**src/rtl/acc_cpu_pkg.sv**
```systemverilog
package acc_cpu_pkg;

  localparam int OP_W = 4;

  typedef enum logic [OP_W-1:0] {
    OP_HALT = 4'h0,
    OP_LOAD = 4'h1,
    OP_STORE = 4'h2,
    OP_ADD = 4'h3,
    OP_SUB = 4'h4,
    OP_AND = 4'h5,
    OP_OR = 4'h6,
    OP_CMP = 4'h7,
    OP_JMP = 4'h8,
    OP_LDI = 4'h9,
    OP_JMPI = 4'hA,
    OP_MOVS = 4'hB,
    OP_NOP0 = 4'hC,
    OP_NOP1 = 4'hD,
    OP_NOP2 = 4'hE,
    OP_NOP3 = 4'hF
  } opcode_t;

  typedef enum logic [3:0] {
    S_FETCH,
    S_FWAIT,
    S_FCAP,
    S_FLOAD,
    S_DECODE,
    S_EWAIT,
    S_ECAP,
    S_EXEC,
    S_EWR,
    S_INT,
    S_IWR,
    S_HALT
  } seq_state_t;

  typedef struct packed {
    logic v;
    logic c;
    logic z;
    logic n;
  } alu_flags_t;

  function automatic logic needs_operand_read(opcode_t op);
    case (op)
      OP_LOAD, OP_ADD, OP_SUB, OP_AND, OP_OR, OP_CMP, OP_JMPI: return 1'b1;
      default: return 1'b0;
    endcase
  endfunction

endpackage

```
**src/rtl/acc_cpu_alu.sv**
```systemverilog
module acc_cpu_alu
  import acc_cpu_pkg::*;
#(
  parameter int DATA_W = 16
) (
  input  opcode_t             op,
  input  logic [DATA_W-1:0]   a,
  input  logic [DATA_W-1:0]   b,
  output logic [DATA_W-1:0]   res,
  output alu_flags_t          flags
);

  logic [DATA_W:0] sum_w;
  logic [DATA_W:0] dif_w;

  always_comb begin
    sum_w = {1'b0, a} + {1'b0, b};
    dif_w = {1'b0, a} - {1'b0, b};
    res = '0;
    flags = '0;
    case (op)
      OP_ADD: begin
        res = sum_w[DATA_W-1:0];
        flags.c = sum_w[DATA_W];
        flags.v = (a[DATA_W-1] == b[DATA_W-1]) && (res[DATA_W-1] != a[DATA_W-1]);
      end
      OP_SUB, OP_CMP: begin
        res = dif_w[DATA_W-1:0];
        flags.c = dif_w[DATA_W];
        flags.v = (a[DATA_W-1] != b[DATA_W-1]) && (res[DATA_W-1] != a[DATA_W-1]);
      end
      OP_AND: res = a & b;
      OP_OR:  res = a | b;
      default: res = '0;
    endcase
    flags.z = (res == '0);
    flags.n = res[DATA_W-1];
  end

endmodule

```
**src/rtl/acc_cpu_seq.sv**
```systemverilog
module acc_cpu_seq
  import acc_cpu_pkg::*;
(
  input  logic       clk,
  input  logic       rst,
  input  opcode_t    op,
  input  logic       int_pend,
  output seq_state_t state
);

  seq_state_t state_n;

  always_comb begin
    state_n = state;
    case (state)
      S_FETCH:  state_n = S_FWAIT;
      S_FWAIT:  state_n = S_FCAP;
      S_FCAP:   state_n = S_FLOAD;
      S_FLOAD:  state_n = S_DECODE;
      S_DECODE: begin
        if (op == OP_HALT)               state_n = S_HALT;
        else if (op == OP_STORE)         state_n = S_EWR;
        else if (needs_operand_read(op)) state_n = S_EWAIT;
        else                             state_n = S_INT;
      end
      S_EWAIT:  state_n = S_ECAP;
      S_ECAP:   state_n = S_EXEC;
      S_EXEC:   state_n = S_INT;
      S_EWR:    state_n = S_INT;
      S_INT:    state_n = int_pend ? S_IWR : S_FETCH;
      S_IWR:    state_n = S_FETCH;
      S_HALT:   state_n = S_HALT;
      default:  state_n = S_FETCH;
    endcase
  end

  always_ff @(posedge clk) begin
    if (rst) state <= S_FETCH;
    else     state <= state_n;
  end

  // once stopped the sequencer never leaves the halt state
  p_halt_sticky_r11: assert property (@(posedge clk) disable iff (rst)
    (state == S_HALT) |=> (state == S_HALT));

endmodule

```
**src/rtl/acc_cpu_core.sv**
```systemverilog
module acc_cpu_core
  import acc_cpu_pkg::*;
#(
  parameter int ADDR_W = 12,
  parameter logic [ADDR_W-1:0] VEC_ADDR  = 12'h040,
  parameter logic [ADDR_W-1:0] SAVE_ADDR = 12'h0FF
) (
  input  logic                      clk,
  input  logic                      rst,
  input  logic                      irq_i,
  output logic [ADDR_W-1:0]         mem_addr_o,
  output logic [OP_W+ADDR_W-1:0]    mem_wdata_o,
  input  logic [OP_W+ADDR_W-1:0]    mem_rdata_i,
  output logic                      mem_rd_o,
  output logic                      mem_wr_o,
  output logic                      halted_o
);

  localparam int DATA_W = OP_W + ADDR_W;
  localparam int SR_W   = 5;

  seq_state_t          state;
  logic [ADDR_W-1:0]   pc;
  logic [DATA_W-1:0]   acc;
  logic [DATA_W-1:0]   cir;
  logic [ADDR_W-1:0]   mar;
  logic [DATA_W-1:0]   mbr;
  alu_flags_t          flags;
  logic                pend;
  logic                rd_q;
  logic                wr_q;
  opcode_t             op;
  logic [ADDR_W-1:0]   operand;
  logic [DATA_W-1:0]   alu_res;
  alu_flags_t          alu_flags;
  logic [DATA_W-1:0]   sr_word;
  logic [DATA_W-1:0]   operand_ext;
  logic [DATA_W-1:0]   pc_ext;

  assign op          = opcode_t'(cir[DATA_W-1:ADDR_W]);
  assign operand     = cir[ADDR_W-1:0];
  assign operand_ext = {{OP_W{1'b0}}, operand};
  assign pc_ext      = {{OP_W{1'b0}}, pc};
  assign sr_word     = {{(DATA_W-SR_W){1'b0}}, pend, flags};

  acc_cpu_seq u_seq (
    .clk      (clk),
    .rst      (rst),
    .op       (op),
    .int_pend (pend),
    .state    (state)
  );

  acc_cpu_alu #(.DATA_W(DATA_W)) u_alu (
    .op    (op),
    .a     (acc),
    .b     (mbr),
    .res   (alu_res),
    .flags (alu_flags)
  );

  always_ff @(posedge clk) begin
    if (rst) begin
      pc    <= '0;
      acc   <= '0;
      cir   <= '0;
      mar   <= '0;
      mbr   <= '0;
      flags <= '0;
      rd_q  <= 1'b0;
      wr_q  <= 1'b0;
    end else begin
      rd_q <= 1'b0;
      wr_q <= 1'b0;
      case (state)
        S_FETCH: begin
          mar  <= pc;
          rd_q <= 1'b1;
        end
        S_FCAP: mbr <= mem_rdata_i;
        S_FLOAD: begin
          cir <= mbr;
          pc  <= pc + 1'b1;
        end
        S_DECODE: begin
          case (op)
            OP_LDI:  acc <= operand_ext;
            OP_MOVS: acc <= sr_word;
            OP_JMP:  pc  <= operand;
            OP_STORE: begin
              mar  <= operand;
              mbr  <= acc;
              wr_q <= 1'b1;
            end
            default: begin
              if (needs_operand_read(op)) begin
                mar  <= operand;
                rd_q <= 1'b1;
              end
            end
          endcase
        end
        S_ECAP: mbr <= mem_rdata_i;
        S_EXEC: begin
          case (op)
            OP_LOAD: acc <= mbr;
            OP_JMPI: pc  <= mbr[ADDR_W-1:0];
            OP_ADD, OP_SUB, OP_AND, OP_OR: begin
              acc   <= alu_res;
              flags <= alu_flags;
            end
            OP_CMP: flags <= alu_flags;
            default: ;
          endcase
        end
        S_INT: begin
          if (pend) begin
            mar  <= SAVE_ADDR;
            mbr  <= pc_ext;
            wr_q <= 1'b1;
            pc   <= VEC_ADDR;
          end
        end
        default: ;
      endcase
    end
  end

  // Pending bit: a request sets it, interrupt entry clears it
  always_ff @(posedge clk) begin
    if (rst) pend <= 1'b0;
    else     pend <= irq_i | (pend & (state != S_INT));
  end

  assign mem_addr_o  = mar;
  assign mem_wdata_o = mbr;
  assign mem_rd_o    = rd_q;
  assign mem_wr_o    = wr_q;
  assign halted_o    = (state == S_HALT);

  p_rdwr_excl_r3: assert property (@(posedge clk) disable iff (rst)
    !(mem_rd_o && mem_wr_o));

  p_rd_pulse_r3: assert property (@(posedge clk) disable iff (rst)
    mem_rd_o |=> !mem_rd_o);

  p_pc_inc_r2: assert property (@(posedge clk) disable iff (rst)
    (state == S_FLOAD) |=> (pc == $past(pc) + 1'b1));

  p_cmp_keeps_acc_r7: assert property (@(posedge clk) disable iff (rst)
    (state == S_EXEC && op == OP_CMP) |=> $stable(acc));

  p_int_entry_r10: assert property (@(posedge clk) disable iff (rst)
    (state == S_INT && pend) |=> (pc == VEC_ADDR && mem_wr_o && mem_addr_o == SAVE_ADDR));

  p_int_clear_r10: assert property (@(posedge clk) disable iff (rst)
    (state == S_INT && pend && !irq_i) |=> !pend);

  p_halt_quiet_r11: assert property (@(posedge clk) disable iff (rst)
    halted_o |-> (!mem_rd_o && !mem_wr_o));

endmodule

```
**config.mk**
```make
export PLATFORM = sky130hd
export DESIGN_NAME = acc_cpu_core
export DESIGN_NICKNAME = d
export VERILOG_FILES = /design/src/rtl/acc_cpu_pkg.sv /design/src/rtl/acc_cpu_alu.sv /design/src/rtl/acc_cpu_seq.sv /design/src/rtl/acc_cpu_core.sv
export SDC_FILE = /design/constraint.sdc
export NUM_CORES = 1
export LEC_CHECK = 0
export BUFFER_PORTS_ARGS = -buffer_cell sky130_fd_sc_hd__buf_2
export CORE_UTILIZATION = 25
export DETAILED_ROUTE_END_ITERATION = 8
export GPL_ROUTABILITY_DRIVEN = 0
export PLACE_DENSITY = 0.37
export SYNTH_ARGS = -nofsm -noshare
export SYNTH_HDL_FRONTEND = slang
export SYNTH_SLANG_ARGS = --single-unit
export TNS_END_PERCENT = 50
```
**constraint.sdc**
```tcl
create_clock -name clk -period 2.6 [get_ports clk]
set_input_delay 0.26 -clock clk [delete_from_list [all_inputs] [get_ports clk]]
set_output_delay 0.26 -clock clk [all_outputs]
set_load 0.1 [all_outputs]
```
---- After elaboration in Yosys (flattened, before gate mapping) ----
Cells that the tools add are included.
word-level totals
  register bits ........................... 83
  bits of input ports ..................... 19
  output and inout bits ................... 31
  word-level logic and storage cells ...... 110
operators by class
  add/subtract/negate cells ............... 3
  eq/ne operators ......................... 34
  mux-type cells .......................... 34
  bitwise gates (word level) .............. 4
  reductions and logical operators ........ 22
operator list
  kind                                                              count
  16-bit one-hot mux with 2 select lines                            3
  16-bit one-hot mux with 4 select lines                            1
  12-bit 2-to-1 mux                                                 5
  12-bit one-hot mux with 4 select lines                            1
  16-bit one-hot mux with 3 select lines                            1
  4-bit one-hot mux with 10 select lines                            1
  12-bit one-hot mux with 3 select lines                            1
  4-bit by 3-bit == test with 1-bit output (second input constant)  8
  16-bit 2-to-1 mux                                                 2
  4-bit == test (second input constant)                             7
  12-bit one-hot mux with 2 select lines                            1
  16-bit by 16-bit adder with 17-bit output                         1
  16-bit by 16-bit subtractor with 17-bit output                    1
  16-bit bitwise AND                                                1
  4-bit by 2-bit == test with 1-bit output (second input constant)  4
  16-bit zero test                                                  1
  4-bit 2-to-1 mux                                                  4
  16-bit bitwise OR                                                 1
  12-bit by 1-bit adder with 12-bit output (second input constant)  1
  1-bit 2-to-1 mux                                                  11
  4-bit by 1-bit == test with 1-bit output (second input constant)  2
  4-bit zero test                                                   2
  4-bit AND reduction                                               2
  4-bit OR reduction                                                2
  other kinds (21)                                                  33

---- Longest topological paths before layout ----
Gate-level depths: netlist of run 1.
  depth in word-level cells ............... 10
  mapped depth ............................ 13

---- Hierarchy ----
From an unflattened synthesis of run 1, not the netlist that was laid out.
second synthesis, totals
  cell total of the unflattened synthesis .. 908
  area, all modules ....................... 6954.2 um^2
modules (own cells, without submodules)
  module        times used  cells an instance  area an instance (um^2)
  acc_cpu_core  1           514                4157.7
  acc_cpu_alu   1           355                2489.9
  acc_cpu_seq   1           39                 306.5

---- Worst setup path after synthesis of run 1 ----
Ideal clock, no wire load.
  path kind ............................... flip-flop to flip-flop
  from .................................... register mbr[1] (netlist: mem_wdata_o[1])
  to ...................................... register acc[11]
  setup time .............................. 0.136 ns
  data arrival time ....................... 3.460 ns
  setup slack ............................. -0.997 ns
  stages on the path, launching flop included .. 12
  buffers on the path ..................... 0
  clock period less this slack ............ 3.597 ns
  path through ............................ dfxtp_1 inv_1 ha_1 o21ba_2 or4_4 a21oi_4 o31ai_2 a221o_1 a22oi_2 a211oi_1 a21oi_1 a211oi_1
between the ends
  word-level cells in the longest chain between the ends .. 4
RTL lines
  what                                                                                                         line                                  source
  from (decl)                                                                                                  acc_cpu_core.sv:27                    logic [DATA_W-1:0] mbr;
  from (signal assigned)                                                                                       acc_cpu_core.sv:80                    S_FCAP: mbr <= mem_rdata_i;
  from (signal assigned)                                                                                       acc_cpu_core.sv:103                   S_ECAP: mbr <= mem_rdata_i;
  from (signal assigned)                                                                                       acc_cpu_core.sv:119                   mbr <= pc_ext;
  16-bit by 16-bit subtractor with 17-bit output or 16-bit by 16-bit adder with 17-bit output (tied branches)  acc_cpu_alu.sv:18, acc_cpu_alu.sv:17
  16-bit one-hot mux with 4 select lines (*)                                                                   acc_cpu_alu.sv:21                     case (op)
  16-bit one-hot mux with 2 select lines (*)                                                                   acc_cpu_core.sv:105                   case (op)
  16-bit one-hot mux with 2 select lines (*)                                                                   acc_cpu_core.sv:75                    case (state)
  to (signal assigned)                                                                                         acc_cpu_core.sv:87                    OP_LDI: acc <= operand_ext;
  to (signal assigned)                                                                                         acc_cpu_core.sv:106                   OP_LOAD: acc <= mbr;
  to (signal assigned)                                                                                         acc_cpu_core.sv:109                   acc <= alu_res;
  to (decl)                                                                                                    acc_cpu_core.sv:24                    logic [DATA_W-1:0] acc;
Every way passes the cells marked *; elsewhere a longest branch is shown, timed or not.
A chain may end at the register's enable or synchronous reset.

---- Final worst setup path of run 1 ----
  from .................................... register acc[0]
  to ...................................... register acc[10]
between the ends
  word-level cells in the longest chain between the ends .. 4
RTL lines
  what                                                                                                         line                                  source
  from (signal assigned)                                                                                       acc_cpu_core.sv:87
  from (signal assigned)                                                                                       acc_cpu_core.sv:88                    OP_MOVS: acc <= sr_word;
  from (signal assigned)                                                                                       acc_cpu_core.sv:106
  16-bit by 16-bit subtractor with 17-bit output or 16-bit by 16-bit adder with 17-bit output (tied branches)  acc_cpu_alu.sv:18, acc_cpu_alu.sv:17
  16-bit one-hot mux with 4 select lines (*)                                                                   acc_cpu_alu.sv:21
  16-bit one-hot mux with 2 select lines (*)                                                                   acc_cpu_core.sv:105
  16-bit one-hot mux with 2 select lines (*)                                                                   acc_cpu_core.sv:75
Marked as above.

==> results.md, run 1 <==
- Hold_sp: irq_i
- Final WS setup: -0.171 ns
- Critical path origin: acc[0]$_SDFFE_PP0P_
- Die Y: 167 um
- Area growth syn-to-layout: 41.0%
- CTS tree: yes
- Clock latency at the later pin of the worst-skew pair: 0.36 ns
- Synth top area cells: dfxtp_1, ha_1, nand2_1
- Slew Viols, Final: 0
- Peak supply drop: 0.264 mV
- Arrival @ worst endpoint: 3.01 ns
- Top-Level Pins: 50
- F_max: 361 MHz
- Num rows: 59
- Pre-CTS WS: -0.353 ns
- Cell variety after synth: 85
- Cts bufs inserted: 9
- Period utilisation layout: 107%
- Vias per cell: 5.23
- Core box area: 0.0263 sq mm
- Synth top cells by count: nand2_1, nor2_1, dfxtp_1
- Pin count of the biggest net entering global routing: 64
- Initial DRC count: 429
- Die ar.: 0.0278 sq mm
- Clock slew at reported path FFs: 0.07 ns
- Input/output buffers: 49
- Top cell type's share of synthesized area: 24.5%
- Post-detail-place hpwl: 22.9 mm
- Hold buffers post-CTS: 0
- Vias post-DR: 7,537
- Unrepaired setup endpoints after global routing: yes
- Final wirelength: 29.3 mm
- Residual DRC count: 0
- Register area: 0.00172 sq mm
- Worst hold path type: primary input to flip-flop
- Final hold vios: 0
- Crit end category: flip-flop
- Synth warn: 0
- Lkg Pwr: 0.00371 uW
- Worst Tran Pin Value: 0.763 ns
- Drt wl/cell: 20.3 um
- Yosys top cell by area: dfxtp_1
- Post-Syn Nets: 982
- Worst Skew: 0.0151 ns
- M2 GR Usage: 34.3%
- Total Routing Usage GR: 21.3%
- Antenna viol nets, final: 0
- Drt pass-1 iters: 6
- Root buffer cell: clkbuf_16
- Outcome: finished, violations left
- Synthesized instance count: 907
- Vias in the first global route: 7,560
- Nets: 1,176
- Max capacitance violation total: 0
- Sequential share of the synthesized area: 24.5%
- Synth Cell Area: 0.00677 sq mm
- Most frequent cell after synthesis: nand2_1
- Initial core utilization: 25.8%
- Design area: 0.00955 sq mm
- Seq cells post-synth: 83
- Setup crit start kind: flip-flop
- Critical path class: flip-flop to flip-flop
- Met1 GRT Util: 29.5%
- CTS HTree Levels: 3
- Syn_area_per_cell: 7.47 sq um
- Clock Sinks: 83
- Placed cell area: 0.00873 sq mm
- Clock buffer depth: 2
- Fin util: 36.4%
- Final min period: 2.77 ns
- Reg2reg start: acc[0]$_SDFFE_PP0P_
- Met3 usage: 2.52%
- Global-route wire length before repair: 45.7 mm
- Main synth FF type: dfxtp_1
- Grt total ovfl: 0
- Number of flops mapped to enable cells by yosys: 0
- Setup-failing EPs final: 11
- Gr busiest metal: met2
- Area of the multi-input gates: 0.00514 sq mm
- Cell Pwr Density: 465 mW/mm^2
- # fillers: 2,827
- Initial antenna violation count: 0
- Layout cell share with drive strength beyond 1: 35.9%
- Worst path required time: 2.84 ns
- Relative slew margins: 49.0%
- Crit path max fanout: 3
- ANT cells: 0
- Async set or reset register ratio after synthesis: 0%
- Die width: 167 um
- Failing checks: setup timing
## cells in the final DEF, fill, tap and decap left out, drive strengths merged, types with 15 or more instances in the layout
cell type	count
ha	54
o211ai	17
a311oi	26
a22oi	29
nor3	19
a211oi	25
a31oi	15
inv	54
nor2	114
o21ai	44
nand2	115
dfxtp	83
a21oi	67
nand3	15
buf	247
## through the flow
stage                     power [uW]  std cells  TNS, ns  hold slack, ns
final                           4440       1441   -0.898           0.119
after global routing            4660       1441    -2.50           0.117
after CTS                       4440       1439   -0.630           0.105
after detailed placement        2970       1412    -2.41           0.467
after global placement          2980       1412    -2.46           0.468
after floorplan                 2440        907   -0.436           0.377
## layout make-up
| class | count | area share [%] |
|---|---|---|
| Clock buffer | 9 | 2.36 |
| Clock inverter | 7 | 0.720 |
| Inverter | 50 | 2.12 |
| Multi-Input combinational cell | 710 | 53.8 |
| Sequential cell | 83 | 18.0 |
| Tap cell | 335 | 4.39 |
| Timing Repair Buffer | 247 | 18.6 |
## worst paths after layout
| kind | to | slack [ns] | cells past startpoint |
|---|---|---|---|
| min reg2reg | cir[0]$_SDFFE_PP0P_ | 0.48 | 2 |
| max | acc[10]$_SDFFE_PP0P_ | -0.17 | 14 |
| max reg2reg | acc[10]$_SDFFE_PP0P_ | -0.17 | 14 |
| min | pend$_SDFF_PP0_ | 0.12 | 3 |
## power breakdown
group,internal [uW],switching [uW],leakage (uW),total (uW)
Combinational,631,1110,0.00288,1740
Sequential,1340,46.2,0.000686,1380
Clock,675,644,0.000146,1320
Total,2640,1800,0.00371,4440
## state kept, by name (all words and copies together) (netlist names)
register     count
u_seq.state      4
flags            4
mem_addr_o      12
cir             16
mem_rd_o         1
mem_wr_o         1
pc              12
mem_wdata_o     16
acc             16
pend             1
## worst max-delay path, cell delays in order (launching register included)
cell and delay, ns:
dfxtp_2 0.34, inv_2 0.07, ha_4 0.14, inv_2 0.03, fa_2 0.34, nor2b_4 0.15, o311ai_4 0.24, buf_4 0.16
a21o_1 0.16, nor2_1 0.06, o21a_2 0.24, o211ai_1 0.27, o311ai_4 0.15, o21ai_1 0.17, a311oi_1 0.11
## metal layers
metal	part of all wire (%)	vias up	wire length, um
met5	0	-	0
met4	2.4	0	711
met3	3.8	35	1120
met2	46	181	13400
met1	48	3607	14100
li1	-	3714	-
## logic make-up after synthesis
| kind of cell | count (synthesis) | synth area share, % |
|---|---|---|
| AND/OR/NAND/NOR | 333 | 23.0 |
| buffers and inverters | 114 | 7.67 |
| XOR/XNOR | 3 | 0.388 |
| AO/OA/AOI/OAI | 310 | 32.6 |
| flip-flops | 83 | 24.5 |
| multiplexers | 8 | 1.22 |
| adder cells (fa/ha/maj) | 56 | 10.6 |
## timing repair
action	4_1_cts	5_1_grt
endpoints found under the setup margin	14	26
resized for setup	61	35
cloned	0	0
buffers inserted	11	3
pin swaps	32	19
Note: power is estimated with default switching activity, not from simulation.
==> run 2, diff against run 1 <==
--- a/config.mk
+++ b/config.mk
@@ -10,6 +10,7 @@
 export DETAILED_ROUTE_END_ITERATION = 8
 export GPL_ROUTABILITY_DRIVEN = 0
 export PLACE_DENSITY = 0.37
+export RECOVER_POWER = 25
 export SYNTH_ARGS = -nofsm -noshare
 export SYNTH_HDL_FRONTEND = slang
 export SYNTH_SLANG_ARGS = --single-unit
==> run 2 against run 1 <==
The run still ends with setup timing left. Worst hold slack barely moved. Sequential power barely moved. Global-route usage did not move.
==> results.md, run 2 (same netlist as run 1, synthesis figures left out) <==
- Worst Tran Pin Value: 1.18 ns
- Post-detail-place hpwl: 22.9 mm
- Die ar.: 0.0278 sq mm
- Grt total ovfl: 0
- Vias in the first global route: 7,560
- Input/output buffers: 49
- Pin count of the biggest net entering global routing: 64
- Initial DRC count: 473
- Global-route wire length before repair: 45.7 mm
- Clock slew at reported path FFs: 0.07 ns
- Unrepaired setup endpoints after global routing: yes
- F_max: 359 MHz
- R2r setup slk: -0.18 ns
- CTS tree: yes
- Clock Sinks: 83
- Design area: 0.00952 sq mm
- Final hold vios: 0
- Lkg Pwr: 0.00362 uW
- Crit path max fanout: 3
- Final min period: 2.78 ns
- Residual DRC count: 0
- Area growth syn-to-layout: 40.6%
- Root buffer cell: clkbuf_16
- Nets: 1,176
- WHS Endpoint: pend$_SDFF_PP0_
- Relative slew margins: 22.0%
- Worst Skew: 0.0154 ns
- Setup-failing EPs final: 11
- Outcome: finished, violations left
- Period utilisation layout: 107%
- Core box area: 0.0263 sq mm
- ANT cells: 0
- Die Y: 167 um
- Overall Power: 4430 uW
- Slew Viols, Final: 0
- Cts bufs inserted: 9
- Reg2Reg Depth: 14
- Fin util: 36.2%
- Antenna viol nets, final: 0
- Placed cell area: 0.00873 sq mm
- Top-Level Pins: 50
- Initial antenna violation count: 0
- Final wirelength: 29.3 mm
- Vias per cell: 5.24
- Final WS setup: -0.183 ns
- Drt pass-1 iters: 5
- Crit end category: flip-flop
- Clock latency at the later pin of the worst-skew pair: 0.36 ns
- Most frequent cells in the layout: buf_4, nand2_1, nor2_1, dfxtp_1, a21oi_1
- Setup crit start kind: flip-flop
- Worst hold path type: primary input to flip-flop
- CTS HTree Levels: 3
- Clock buffer depth: 2
- Reg2reg start: acc[0]$_SDFFE_PP0P_
- Vias post-DR: 7,550
- Failing checks: setup timing
- Critical path class: flip-flop to flip-flop
- Num rows: 59
- Hold Slack: 0.118 ns
- Total Routing Usage GR: 21.3%
- Reg2Reg Capture Point: acc[10]$_SDFFE_PP0P_
- Die width: 167 um
- Cell Pwr Density: 466 mW/mm^2
- Arrival @ worst endpoint: 3.02 ns
- Hold path depth: 3
- Commonest non-fill, non-tap cell in the layout: buf_4
- Worst path required time: 2.84 ns
- Layout cell share with drive strength beyond 1: 33.8%
- Peak supply drop: 0.265 mV
- Hold buffers post-CTS: 0
- Max capacitance violation total: 0
- Initial core utilization: 25.8%
- Drt wl/cell: 20.4 um
- Hold_sp: irq_i
## run 2: critical path, cell delays in order (launching register included)
cell and delay, ns:
dfxtp_2 0.34, inv_2 0.07, ha_4 0.14, inv_2 0.03
fa_2 0.34, nor2b_4 0.15, o311ai_4 0.24, buf_4 0.16
a21o_1 0.17, nor2_1 0.07, o21a_2 0.24, o211ai_1 0.27
o311ai_4 0.15, o21ai_1 0.17, a311oi_1 0.11
## run 2: worst max-delay path by stage
stage                            end  slack [ns]                    startpoint
4_1_cts         acc[10]$_SDFFE_PP0P_       -0.13           acc[0]$_SDFFE_PP0P_
5_1_grt        flags[1]$_SDFFE_PP0P_       -0.29           acc[0]$_SDFFE_PP0P_
6_report        acc[10]$_SDFFE_PP0P_       -0.18           acc[0]$_SDFFE_PP0P_
2_1_floorplan  flags[1]$_SDFFE_PP0P_       -0.13  mem_wdata_o[13]$_SDFFE_PP0P_
3_5_place_dp    acc[10]$_SDFFE_PP0P_       -0.35           acc[0]$_SDFFE_PP0P_
3_3_place_gp    acc[14]$_SDFFE_PP0P_       -0.33  mem_wdata_o[11]$_SDFFE_PP0P_
## run 2: area by class of cell
cell class	instances	area, sq um
clock inverters	7	68.8
well taps	335	419
multi-input cells	710	5140
fillers	2838	16800
flip-flops and latches	83	1720
inverters	50	203
repair buffers	247	1750
clock buffers	9	225
## run 2: report_power, final
part	total [uW]	internal, uW	switching, uW	leakage, uW
clock	1320	675	644	0.000146
combinational	1730	620	1110	0.00278
sequential	1380	1340	46.9	0.000686
## run 2: routing by layer
| layer | vias to the layer above | wire length, um | GRT usage [%] |
|---|---|---|---|
| li1 | 3716 | - | - |
| met1 | 3623 | 14200 | 29.5 |
| met2 | 172 | 13400 | 34.3 |
| met3 | 39 | 1060 | 2.52 |
| met4 | 0 | 708 | 6.60 |
| met5 | - | 0 | 0 |
## run 2: repair_timing
action                                  CTS  global route
endpoints found under the setup margin   14            26
setup buffers                            11             3
pin swaps                                32            19
gates resized for setup                  61            35
## run 2: stage by stage
step                      std cells  TNS [ns]  setup WS, ns
after global placement         1412     -2.46        -0.327
after detailed placement       1412     -2.41        -0.353
final                          1441    -0.917        -0.183
after global routing           1441     -2.82        -0.286
after floorplan                 907    -0.436        -0.133
after CTS                      1439    -0.630        -0.129
==> run 3, diff against run 2 <==
--- a/config.mk
+++ b/config.mk
@@ -11,6 +11,7 @@
 export GPL_ROUTABILITY_DRIVEN = 0
 export PLACE_DENSITY = 0.37
 export RECOVER_POWER = 25
+export SETUP_SLACK_MARGIN = 0.2
 export SYNTH_ARGS = -nofsm -noshare
 export SYNTH_HDL_FRONTEND = slang
 export SYNTH_SLANG_ARGS = --single-unit
==> run 3 against run 2 <==
The flow finishes with violations (DRC, setup timing). Non-clock buffer count down 3. Global-route usage down 0.087 points. Flip-flop and latch count unchanged. Utilization down 0.076 points. Register-to-register slack better by 0.02 ns. Cell count down 0.21%. Critical path type unchanged.
==> results.md, run 3 (same netlist as run 1, synthesis figures left out) <==
- Drt wl/cell: 20.4 um
- Die ar.: 0.0278 sq mm
- CTS HTree Levels: 3
- Layout cell share with drive strength beyond 1: 34.5%
- Slew Viols, Final: 0
- Delay-heaviest family, CP: compound AO/OA/AOI/OAI gates
- Worst path required time: 2.90 ns
- Worst Skew: 0.0141 ns
- Arrival @ worst endpoint: 3.06 ns
- Critical path class: flip-flop to flip-flop
- Design area: 0.00950 sq mm
- Area growth syn-to-layout: 40.3%
- Final Non-Filler Cells: 1,438
- Commonest non-fill, non-tap cell in the layout: buf_4
- Initial DRC count: 565
- CP Cell Sequence: inv_2, ha_4, inv_2, fa_2, nor2b_4, o311ai_4, buf_4, a21o_1, nor2_1, o21a_2, o211ai_1, o311ai_4, buf_4, nand4b_1, nand2_1
- Vias in the first global route: 7,315
- Relative slew margins: 21.9%
- F_max: 362 MHz
- Crit end category: flip-flop
- CP peak stage delay: 0.33 ns
- Residual DRC count: 2
- Nets: 1,173
- Initial antenna violation count: 0
- Peak supply drop: 0.322 mV
- Failing checks: DRC, setup timing
- Input/output buffers: 49
- Final WS setup: -0.160 ns
- Die width: 167 um
- Register area: 0.00172 sq mm
- ANT cells: 0
- Final wirelength: 29.3 mm
- Cts bufs inserted: 9
- DP Cell Count: 1,408
- Unrepaired setup endpoints after global routing: yes
- Lkg Pwr: 0.00362 uW
- Final min period: 2.76 ns
- Post-detail-place hpwl: 22.7 mm
- Clock buffer depth: 2
- Cell Pwr Density: 470 mW/mm^2
- Vias per cell: 5.24
- Setup-failing EPs final: 10
- Max capacitance violation total: 0
- Initial core utilization: 25.8%
- Most frequent cells in the layout: buf_4, nand2_1, nor2_1, dfxtp_1, a21oi_1
- Global-route wire length before repair: 45.2 mm
- Drt pass-1 iters: 7
- Die Y: 167 um
- Worst path slowest cell: dfxtp_2
- Clock latency at the later pin of the worst-skew pair: 0.36 ns
- Clock Sinks: 83
- Crit path max fanout: 3
- # fillers: 2,814
- Clock slew at reported path FFs: 0.08 ns
- Vias post-DR: 7,530
- Hold buffers post-CTS: 0
- CTS tree: yes
- Hold Slack: 0.113 ns
- Num rows: 59
- Total Routing Usage GR: 21.2%
- Root buffer cell: clkbuf_16
- Placed cell area: 0.00871 sq mm
- Outcome: finished, violations left
- Worst hold path type: primary input to flip-flop
- Period utilisation layout: 106%
- Pin count of the biggest net entering global routing: 62
- Antenna viol nets, final: 0
- Pre-CTS WS: -0.340 ns
- Core box area: 0.0263 sq mm
- Final hold vios: 0
- Critical path buffers and inverters: 4
- Worst Tran Pin Value: 1.18 ns
- Setup crit start kind: flip-flop
- Top-Level Pins: 50
- Area of the multi-input gates: 0.00514 sq mm
- Grt total ovfl: 0
run 3: cell count changes in the layout (fill, tap and decap cells not counted), moves of 3 or more:
cell	change
a21oi_1	+3
a21oi_4	-3
buf_2	+8
buf_4	-9
buf_6	+6
clkbuf_1	-7
inv_4	+3
nor3_1	+3
nor3_2	-3
o31ai_2	+3
o31ai_4	-3
run 3: where the power goes:
part           switching [uW]  leakage [uW]  internal, uW  total [uW]
Clock                     636      0.000142           658        1290
Sequential               49.9      0.000686          1340        1390
Combinational            1120       0.00279           669        1790
run 3: worst min-delay path, delay by kind of cell:
family	cells	cell delay, ns
buffers and inverters	1	0.08
and+or+nand+nor	1	0.06
AOI/OAI and AO/OA	1	0.03
run 3: through the flow:
step           util [%]  TNS [ns]  power (uW)
2_1_floorplan         -    -0.508        2450
3_3_place_gp       33.1     -2.51        3000
3_5_place_dp       33.1     -2.37        3000
4_1_cts            35.2    -0.951        4410
5_1_grt            36.2     -2.44        4670
6_report           36.2    -0.903        4470
run 3: layout make-up:
cell class | count | share of cell area (%)
multi-input combinational | 710 | 54.1
clock buffer | 9 | 2.37
inverter | 50 | 2.13
clock inverter | 7 | 0.500
timing repair buffer | 244 | 18.4
sequential | 83 | 18.1
tap | 335 | 4.41
run 3: metal layers:
layer / track usage (%) / part of all wire, % / vias up
met2: 34.4 / 46 / 166
met1: 30.2 / 49 / 3652
li1: - / - / 3690
met3: 2.47 / 3.3 / 22
met5: 0 / 0 / -
met4: 4.03 / 1.2 / 0
run 3: repair_timing:
item | CTS | global route
buffers inserted | 5 | 9
pin swaps | 33 | 30
endpoints found under the setup margin | 16 | 29
resized for setup | 50 | 48
run 3: path summary, 6_finish.rpt:
| path | cells past startpoint | start | end | slack, ns |
|---|---|---|---|---|
| setup / recovery | 15 | acc[0]$_SDFFE_PP0P_ | flags[1]$_SDFFE_PP0P_ | -0.16 |
| hold reg to reg | 2 | cir[6]$_SDFFE_PP0P_ | cir[6]$_SDFFE_PP0P_ | 0.48 |
| hold / removal | 3 | irq_i | pend$_SDFF_PP0_ | 0.11 |
| setup reg to reg | 15 | acc[0]$_SDFFE_PP0P_ | flags[1]$_SDFFE_PP0P_ | -0.16 |
